**src/rtl/lfs_pkg.sv**
```systemverilog
package lfs_pkg;
  typedef enum logic [2:0] {
    ST_RUN      = 3'd0,
    ST_RECOVER  = 3'd1,
    ST_RETRY    = 3'd2,
    ST_DEGRADED = 3'd3,
    ST_SHUTDOWN = 3'd4
  } lfs_state_e;

  localparam int SRC_DATA  = 0;
  localparam int SRC_VALID = 1;
  localparam int SRC_EXT0  = 2;
endpackage

```
**src/rtl/lfs_compare.sv**
```systemverilog
module lfs_compare #(
  parameter int DATA_W = 16
) (
  input  logic              compare_en,
  input  logic [DATA_W-1:0] a_data,
  input  logic              a_valid,
  input  logic [DATA_W-1:0] b_data,
  input  logic              b_valid,
  output logic              data_mis,
  output logic              valid_mis
);
  logic both_valid;
  logic word_diff;

  assign both_valid = a_valid & b_valid;
  assign word_diff  = |(a_data ^ b_data);
  assign data_mis   = compare_en & both_valid & word_diff;
  assign valid_mis  = compare_en & (a_valid ^ b_valid);
endmodule

```
**src/rtl/lfs_fault_merge.sv**
```systemverilog
module lfs_fault_merge #(
  parameter int EXT_N = 4,
  localparam int SRC_N = EXT_N + 2
) (
  input  logic             clk,
  input  logic             rst_n,
  input  logic             data_mis,
  input  logic             valid_mis,
  input  logic [EXT_N-1:0] ext_fault,
  input  logic             status_clr,
  output logic             fault_any,
  output logic [SRC_N-1:0] status
);
  import lfs_pkg::*;

  logic [SRC_N-1:0] src;
  logic [SRC_N-1:0] first_src;

  always_comb begin
    src            = '0;
    src[SRC_DATA]  = data_mis;
    src[SRC_VALID] = valid_mis;
    for (int k = 0; k < EXT_N; k++) src[SRC_EXT0 + k] = ext_fault[k];
  end

  assign fault_any = |src;

  // lowest index wins: scan downward so the last hit is the lowest
  always_comb begin
    first_src = '0;
    for (int i = SRC_N - 1; i >= 0; i--) begin
      if (src[i]) begin
        first_src    = '0;
        first_src[i] = 1'b1;
      end
    end
  end

  always_ff @(posedge clk or negedge rst_n) begin
    if (!rst_n)                              status <= '0;
    else if (fault_any && (status_clr || status == '0)) status <= first_src;
    else if (status_clr)                     status <= '0;
  end

  a_r10_status_onehot: assert property (@(posedge clk) disable iff (!rst_n)
    $onehot0(status));

  a_r10_status_hold: assert property (@(posedge clk) disable iff (!rst_n)
    (status != '0 && !status_clr) |=> $stable(status));
endmodule

```
**src/rtl/lfs_recovery_fsm.sv**
```systemverilog
module lfs_recovery_fsm #(
  parameter int WIN_W = 8
) (
  input  logic             clk,
  input  logic             rst_n,
  input  logic             fault_any,
  input  logic             flag_a,
  input  logic             flag_b,
  input  logic             recov_done,
  input  logic             degrade_mode,
  input  logic [WIN_W-1:0] win_len,
  output lfs_pkg::lfs_state_e state,
  output logic             compare_en,
  output logic             recov_req,
  output logic             halt,
  output logic             out_en,
  output logic [1:0]       proc_sel
);
  import lfs_pkg::*;

  lfs_state_e       state_nx;
  logic [WIN_W-1:0] win_cnt, win_cnt_nx;
  logic [1:0]       solo_q, solo_nx;
  logic             active_blamed;

  assign active_blamed = (solo_q[0] & flag_a) | (solo_q[1] & flag_b);

  always_comb begin
    state_nx   = state;
    win_cnt_nx = win_cnt;
    solo_nx    = solo_q;
    unique case (state)
      ST_RUN: if (fault_any) state_nx = ST_RECOVER;
      ST_RECOVER: if (recov_done) begin
        state_nx   = ST_RETRY;
        win_cnt_nx = win_len;
      end
      ST_RETRY: begin
        if (fault_any) begin
          if (degrade_mode && (flag_a ^ flag_b)) begin
            state_nx = ST_DEGRADED;
            solo_nx  = flag_a ? 2'b10 : 2'b01;
          end else begin
            state_nx = ST_SHUTDOWN;
          end
        end else if (win_cnt <= WIN_W'(1)) begin
          state_nx = ST_RUN;
        end else begin
          win_cnt_nx = win_cnt - WIN_W'(1);
        end
      end
      ST_DEGRADED: if (active_blamed) state_nx = ST_SHUTDOWN;
      default: state_nx = ST_SHUTDOWN;
    endcase
  end

  always_ff @(posedge clk or negedge rst_n) begin
    if (!rst_n) begin
      state   <= ST_RUN;
      win_cnt <= '0;
      solo_q  <= 2'b11;
    end else begin
      state   <= state_nx;
      win_cnt <= win_cnt_nx;
      solo_q  <= solo_nx;
    end
  end

  assign compare_en = (state == ST_RUN) || (state == ST_RETRY);
  assign recov_req  = (state == ST_RECOVER);
  assign halt       = (state == ST_SHUTDOWN);
  assign out_en     = !halt;
  assign proc_sel   = halt ? 2'b00 : (state == ST_DEGRADED) ? solo_q : 2'b11;

  a_r6_shutdown_sticky: assert property (@(posedge clk) disable iff (!rst_n)
    (state == ST_SHUTDOWN) |=> (state == ST_SHUTDOWN));

  a_r4_wait_for_done: assert property (@(posedge clk) disable iff (!rst_n)
    (state == ST_RECOVER && !recov_done) |=> (state == ST_RECOVER));

  a_r7_single_processor: assert property (@(posedge clk) disable iff (!rst_n)
    (state == ST_DEGRADED) |-> ($countones(proc_sel) == 1));

  a_r9_choice_stable: assert property (@(posedge clk) disable iff (!rst_n)
    (state == ST_DEGRADED) |=> (state == ST_SHUTDOWN || $stable(proc_sel)));
endmodule

```
**src/rtl/lfs_top.sv**
```systemverilog
module lfs_top #(
  parameter int DATA_W = 16,
  parameter int EXT_N  = 4,
  parameter int WIN_W  = 8
) (
  input  logic              clk,
  input  logic              rst_n,
  input  logic [DATA_W-1:0] a_data,
  input  logic              a_valid,
  input  logic [DATA_W-1:0] b_data,
  input  logic              b_valid,
  input  logic [EXT_N-1:0]  ext_fault,
  input  logic              recov_done,
  input  logic              degrade_mode,
  input  logic [WIN_W-1:0]  win_len,
  input  logic              status_clr,
  output logic              recov_req,
  output logic              halt,
  output logic              out_en,
  output logic [1:0]        proc_sel,
  output logic [EXT_N+1:0]  fault_status
);
  import lfs_pkg::*;

  lfs_state_e state;
  logic       compare_en;
  logic       data_mis;
  logic       valid_mis;
  logic       fault_any;

  lfs_compare #(.DATA_W(DATA_W)) i_compare (
    .compare_en (compare_en),
    .a_data     (a_data),
    .a_valid    (a_valid),
    .b_data     (b_data),
    .b_valid    (b_valid),
    .data_mis   (data_mis),
    .valid_mis  (valid_mis)
  );

  lfs_fault_merge #(.EXT_N(EXT_N)) i_merge (
    .clk        (clk),
    .rst_n      (rst_n),
    .data_mis   (data_mis),
    .valid_mis  (valid_mis),
    .ext_fault  (ext_fault),
    .status_clr (status_clr),
    .fault_any  (fault_any),
    .status     (fault_status)
  );

  lfs_recovery_fsm #(.WIN_W(WIN_W)) i_fsm (
    .clk          (clk),
    .rst_n        (rst_n),
    .fault_any    (fault_any),
    .flag_a       (ext_fault[0]),
    .flag_b       (ext_fault[1]),
    .recov_done   (recov_done),
    .degrade_mode (degrade_mode),
    .win_len      (win_len),
    .state        (state),
    .compare_en   (compare_en),
    .recov_req    (recov_req),
    .halt         (halt),
    .out_en       (out_en),
    .proc_sel     (proc_sel)
  );

  a_r2_match_no_fault: assert property (@(posedge clk) disable iff (!rst_n)
    (!recov_req && !halt && proc_sel == 2'b11 && a_valid && b_valid &&
     a_data == b_data && ext_fault == '0) |=> (!recov_req && !halt));

  a_r6_outputs_off: assert property (@(posedge clk) disable iff (!rst_n)
    $rose(halt) |-> (!out_en && proc_sel == 2'b00 && !recov_req));
endmodule

```
**config.mk**
```make
export PLATFORM = sky130hd
export DESIGN_NAME = lfs_top
export DESIGN_NICKNAME = d
export VERILOG_FILES = /design/src/rtl/lfs_pkg.sv /design/src/rtl/lfs_compare.sv /design/src/rtl/lfs_fault_merge.sv /design/src/rtl/lfs_recovery_fsm.sv /design/src/rtl/lfs_top.sv
export SDC_FILE = /design/constraint.sdc
export NUM_CORES = 1
export LEC_CHECK = 0
export ABC_AREA = 1
export BUFFER_PORTS_ARGS = -buffer_cell sky130_fd_sc_hd__buf_2
export CAP_MARGIN = 20
export CORE_MARGIN = 4
export CORE_UTILIZATION = 49
export DETAILED_ROUTE_END_ITERATION = 10
export GPL_TIMING_DRIVEN = 1
export PLACE_DENSITY = 0.82
export RECOVER_POWER = 100
export SLEW_MARGIN = 15
export SYNTH_ARGS = -nofsm -noshare
export SYNTH_HDL_FRONTEND = slang
export SYNTH_SLANG_ARGS = --single-unit
```
**constraint.sdc**
```tcl
create_clock -name clk -period 2 [get_ports clk]
set_input_delay 0.1 -clock clk [delete_from_list [all_inputs] [get_ports clk]]
set_output_delay 0.1 -clock clk [all_outputs]
set_load 0.01 [all_outputs]
```
==> run metrics <==
width of the die 65.5 um; cell taking the most area after synthesis sky130_fd_sc_hd__dfrtp_1; status completed; number of pins exceeding their max-slew limit in the final report 0; area overhead of the layout relative to synthesis 23.2%; portion of synthesized cell area occupied by the leading cell type 26.2%; total number of placement rows 20; worst hold-check path type primary input to register; number of nets with antenna violations after detailed routing 0; H-tree depth reported by CTS 1; multiplexer share of the synthesized area 0%; unique cell type count in the Yosys netlist 30; final setup violation count 0; fraction of layout cells with a size suffix above 1 21.2%; total number of clock tree sinks 19; drt first-iter violations 78; total number of vias 1,749; count of state elements after synthesis 19; headroom to the max-slew limit 30.9%; clock network latency to the later pin of the worst-skew pair 0.30 ns; TritonCTS clock tree done; Synth Area in Adders 3.86%; All-Layer GR Usage 18.8%; highest fanout seen on the critical path 16; weighted congestion reported at the end of routability-driven placement 0.832; setup tns final 0 ns; Critical Setup Path Class register to register; mean area per synthesized cell 6.24 um2; Finished Cell Area 0.00200 mm2; DPL Wire Length 3120 um; Vias per Instance 4.74; data required time of the critical path 2.20 ns; antenna fix cells 0; TritonRoute pass-1 iters 5; Post-Synthesis Cells 260; Hold Fails Final Rpt 0; first-pass GRT wire length 6410 um; CTS Buf Count 3; type of element capturing the critical path register; largest net degree at the start of global routing 20; critical path data arrival time 1.95 ns; setup repair after global routing missed its margin no; synthesized-area fraction occupied by and/or/nand/nor cells 44.8%; skew final 0.00167 ns; FF-to-FF setup slack 0.26 ns; number of buffers on the longest clock path 2; number of nets in the final layout 382; Tcrit/Tclk final 87.2%; Seq/Total Area, Yosys 29.5%; via count of the first global-routing pass 1,544; Core Area 0.00310 mm2; ranking of synthesized cells by area sky130_fd_sc_hd__dfrtp_1 (26%), sky130_fd_sc_hd__nand2_1 (22%), sky130_fd_sc_hd__inv_1 (9.5%); layout filler cell count 330; root cell of the clock tree sky130_fd_sc_hd__clkbuf_4; flip-flop and latch area 478 um2; area occupied by multi-input gates 972 um2; total of buffers placed on input and output ports 61; Yosys warning count 0; Initial Util 52.3%; Avg WL per Cell 10.3 um; Die Footprint 0.00429 mm2; number of antenna violations at the first check in global routing 0; residual overflow from global routing 0; DRC 0; number of nets in the synthesized netlist 316; area after detailed placement 0.00198 mm2; maxcap violations 0; clock slew at reported path FFs 0.11 ns; leading cell types in the layout, fill and taps excluded sky130_fd_sc_hd__nand2_1 (96), sky130_fd_sc_hd__buf_2 (50), sky130_fd_sc_hd__inv_1 (41); Final min period 1.74 ns; leading cell type in the layout, fill and taps excluded sky130_fd_sc_hd__nand2_1; maximum ir drop on the vdd rail 587 uV; post-synthesis share of cell area spent on xor and xnor gates 1.08%; io pins 62; combinational family with the most area after synthesis simple AND/OR/NAND/NOR gates; vertical die dimension 65.5 um; power density over the cells 1010 mW/mm2; Worst-Margin Slew 1.04 ns; f_max 0.573 GHz; share of the synthesized area in compound gates (AO/OA/AOI/OAI) 10.3%; crit start category register; final wirelength 3810 um; Synth Cell Area 0.00162 mm2; standby leakage power 1.17 nW
[logic make-up after synthesis]
| kind of cell | count (synthesis) |
|---|---|
| simple gates | 162 |
| xor+xnor | 2 |
| fa+ha+maj | 5 |
| flops | 19 |
| compound gates | 27 |
| buf+inv | 45 |
[metal layers]
layer | vias to the layer above | GRT usage, % | share of wire [%]
li1 | 940 | - | -
met1 | 762 | 22.7 | 44
met3 | 2 | 4.79 | 5.8
met5 | - | 0 | 0
met4 | 0 | 3.63 | 0.55
met2 | 45 | 33.8 | 49
[worst max-delay path, stage by stage (launching register included)]
cell                       delay, ns
sky130_fd_sc_hd__dfrtp_1        0.41
sky130_fd_sc_hd__inv_1          0.17
sky130_fd_sc_hd__nand3_4        0.20
sky130_fd_sc_hd__clkinv_1       0.21
sky130_fd_sc_hd__o21ai_2        0.11
sky130_fd_sc_hd__a21oi_4        0.28
sky130_fd_sc_hd__nand2_4        0.13
sky130_fd_sc_hd__nand2_1        0.09
sky130_fd_sc_hd__nand2_1        0.05
[timing repair]
item,CTS,global route
hold buffers,1,0
endpoints found under the hold margin,17,0
setup buffers,0,0
resized for setup,0,0
[cells in the mapped netlist]
master	number
sky130_fd_sc_hd__nand3_4	2
sky130_fd_sc_hd__nor3b_1	1
sky130_fd_sc_hd__a21oi_1	6
sky130_fd_sc_hd__a2bb2oi_1	2
sky130_fd_sc_hd__nand2_1	95
sky130_fd_sc_hd__nor4_1	1
sky130_fd_sc_hd__xnor2_1	1
sky130_fd_sc_hd__clkbuf_1	1
sky130_fd_sc_hd__o21ai_2	1
sky130_fd_sc_hd__dfrtp_1	17
sky130_fd_sc_hd__nand4_1	2
sky130_fd_sc_hd__a21boi_2	1
sky130_fd_sc_hd__o21ai_0	14
sky130_fd_sc_hd__a31oi_1	1
sky130_fd_sc_hd__a21oi_4	1
sky130_fd_sc_hd__nor3_2	1
sky130_fd_sc_hd__inv_1	41
sky130_fd_sc_hd__nor3_1	2
sky130_fd_sc_hd__nand2_2	2
sky130_fd_sc_hd__a21boi_0	1
sky130_fd_sc_hd__dfstp_2	2
sky130_fd_sc_hd__nand3_2	1
sky130_fd_sc_hd__nor2_1	30
sky130_fd_sc_hd__nor4b_1	1
sky130_fd_sc_hd__nand2_4	4
sky130_fd_sc_hd__nand3_1	20
sky130_fd_sc_hd__ha_1	5
sky130_fd_sc_hd__inv_2	2
sky130_fd_sc_hd__clkinv_1	1
sky130_fd_sc_hd__xor2_1	1
[power by group]
group | internal, mW | total, mW | switching, mW
clock network | 0.0778 | 0.200 | 0.122
registers | 0.559 | 0.721 | 0.162
logic | 0.406 | 1.10 | 0.689
[path summary, 6_finish.rpt]
kind	cells after the start	startpoint	endpoint
worst min register to register	2	i_fsm.win_cnt[1]	i_fsm.win_cnt[1]
worst max-delay path	8	i_fsm.state[0]	i_fsm.win_cnt[2]
max in group asynchronous	2	rst_n	i_fsm.win_cnt[5]
min in group asynchronous	2	rst_n	i_merge.status[0]
worst min-delay path	2	ext_fault[0]	i_fsm.solo_q[0]
worst max register to register	8	i_fsm.state[0]	i_fsm.win_cnt[2]
[flip-flops by register name, summed over array words and instances (netlist names)]
name,count
i_fsm.win_cnt,8
i_merge.status,6
i_fsm.state,3
i_fsm.solo_q,2
[metrics by stage]
step,util (%),cells,worst slack (ns),hold slack (ns),total power [mW]
CTS,64.9,369,0.260,0.0148,2.04
finish,64.4,369,0.256,0.0196,2.02
global placement,63.7,364,0.356,0.0602,1.81
detailed placement,63.7,364,0.277,0.0606,1.84
floorplan,-,260,0.481,-0.196,1.51
global route,64.4,369,0.0846,0.0319,2.24
[layout make-up]
class | instances | area share, %
Inverter | 44 | 8.27
Clock buffer | 4 | 1.31
Multi-Input combinational cell | 196 | 48.7
Tap cell | 44 | 2.76
Timing Repair Buffer | 62 | 15.1
Sequential cell | 19 | 23.9
No activity file was read; power rests on OpenSTA's default activity.
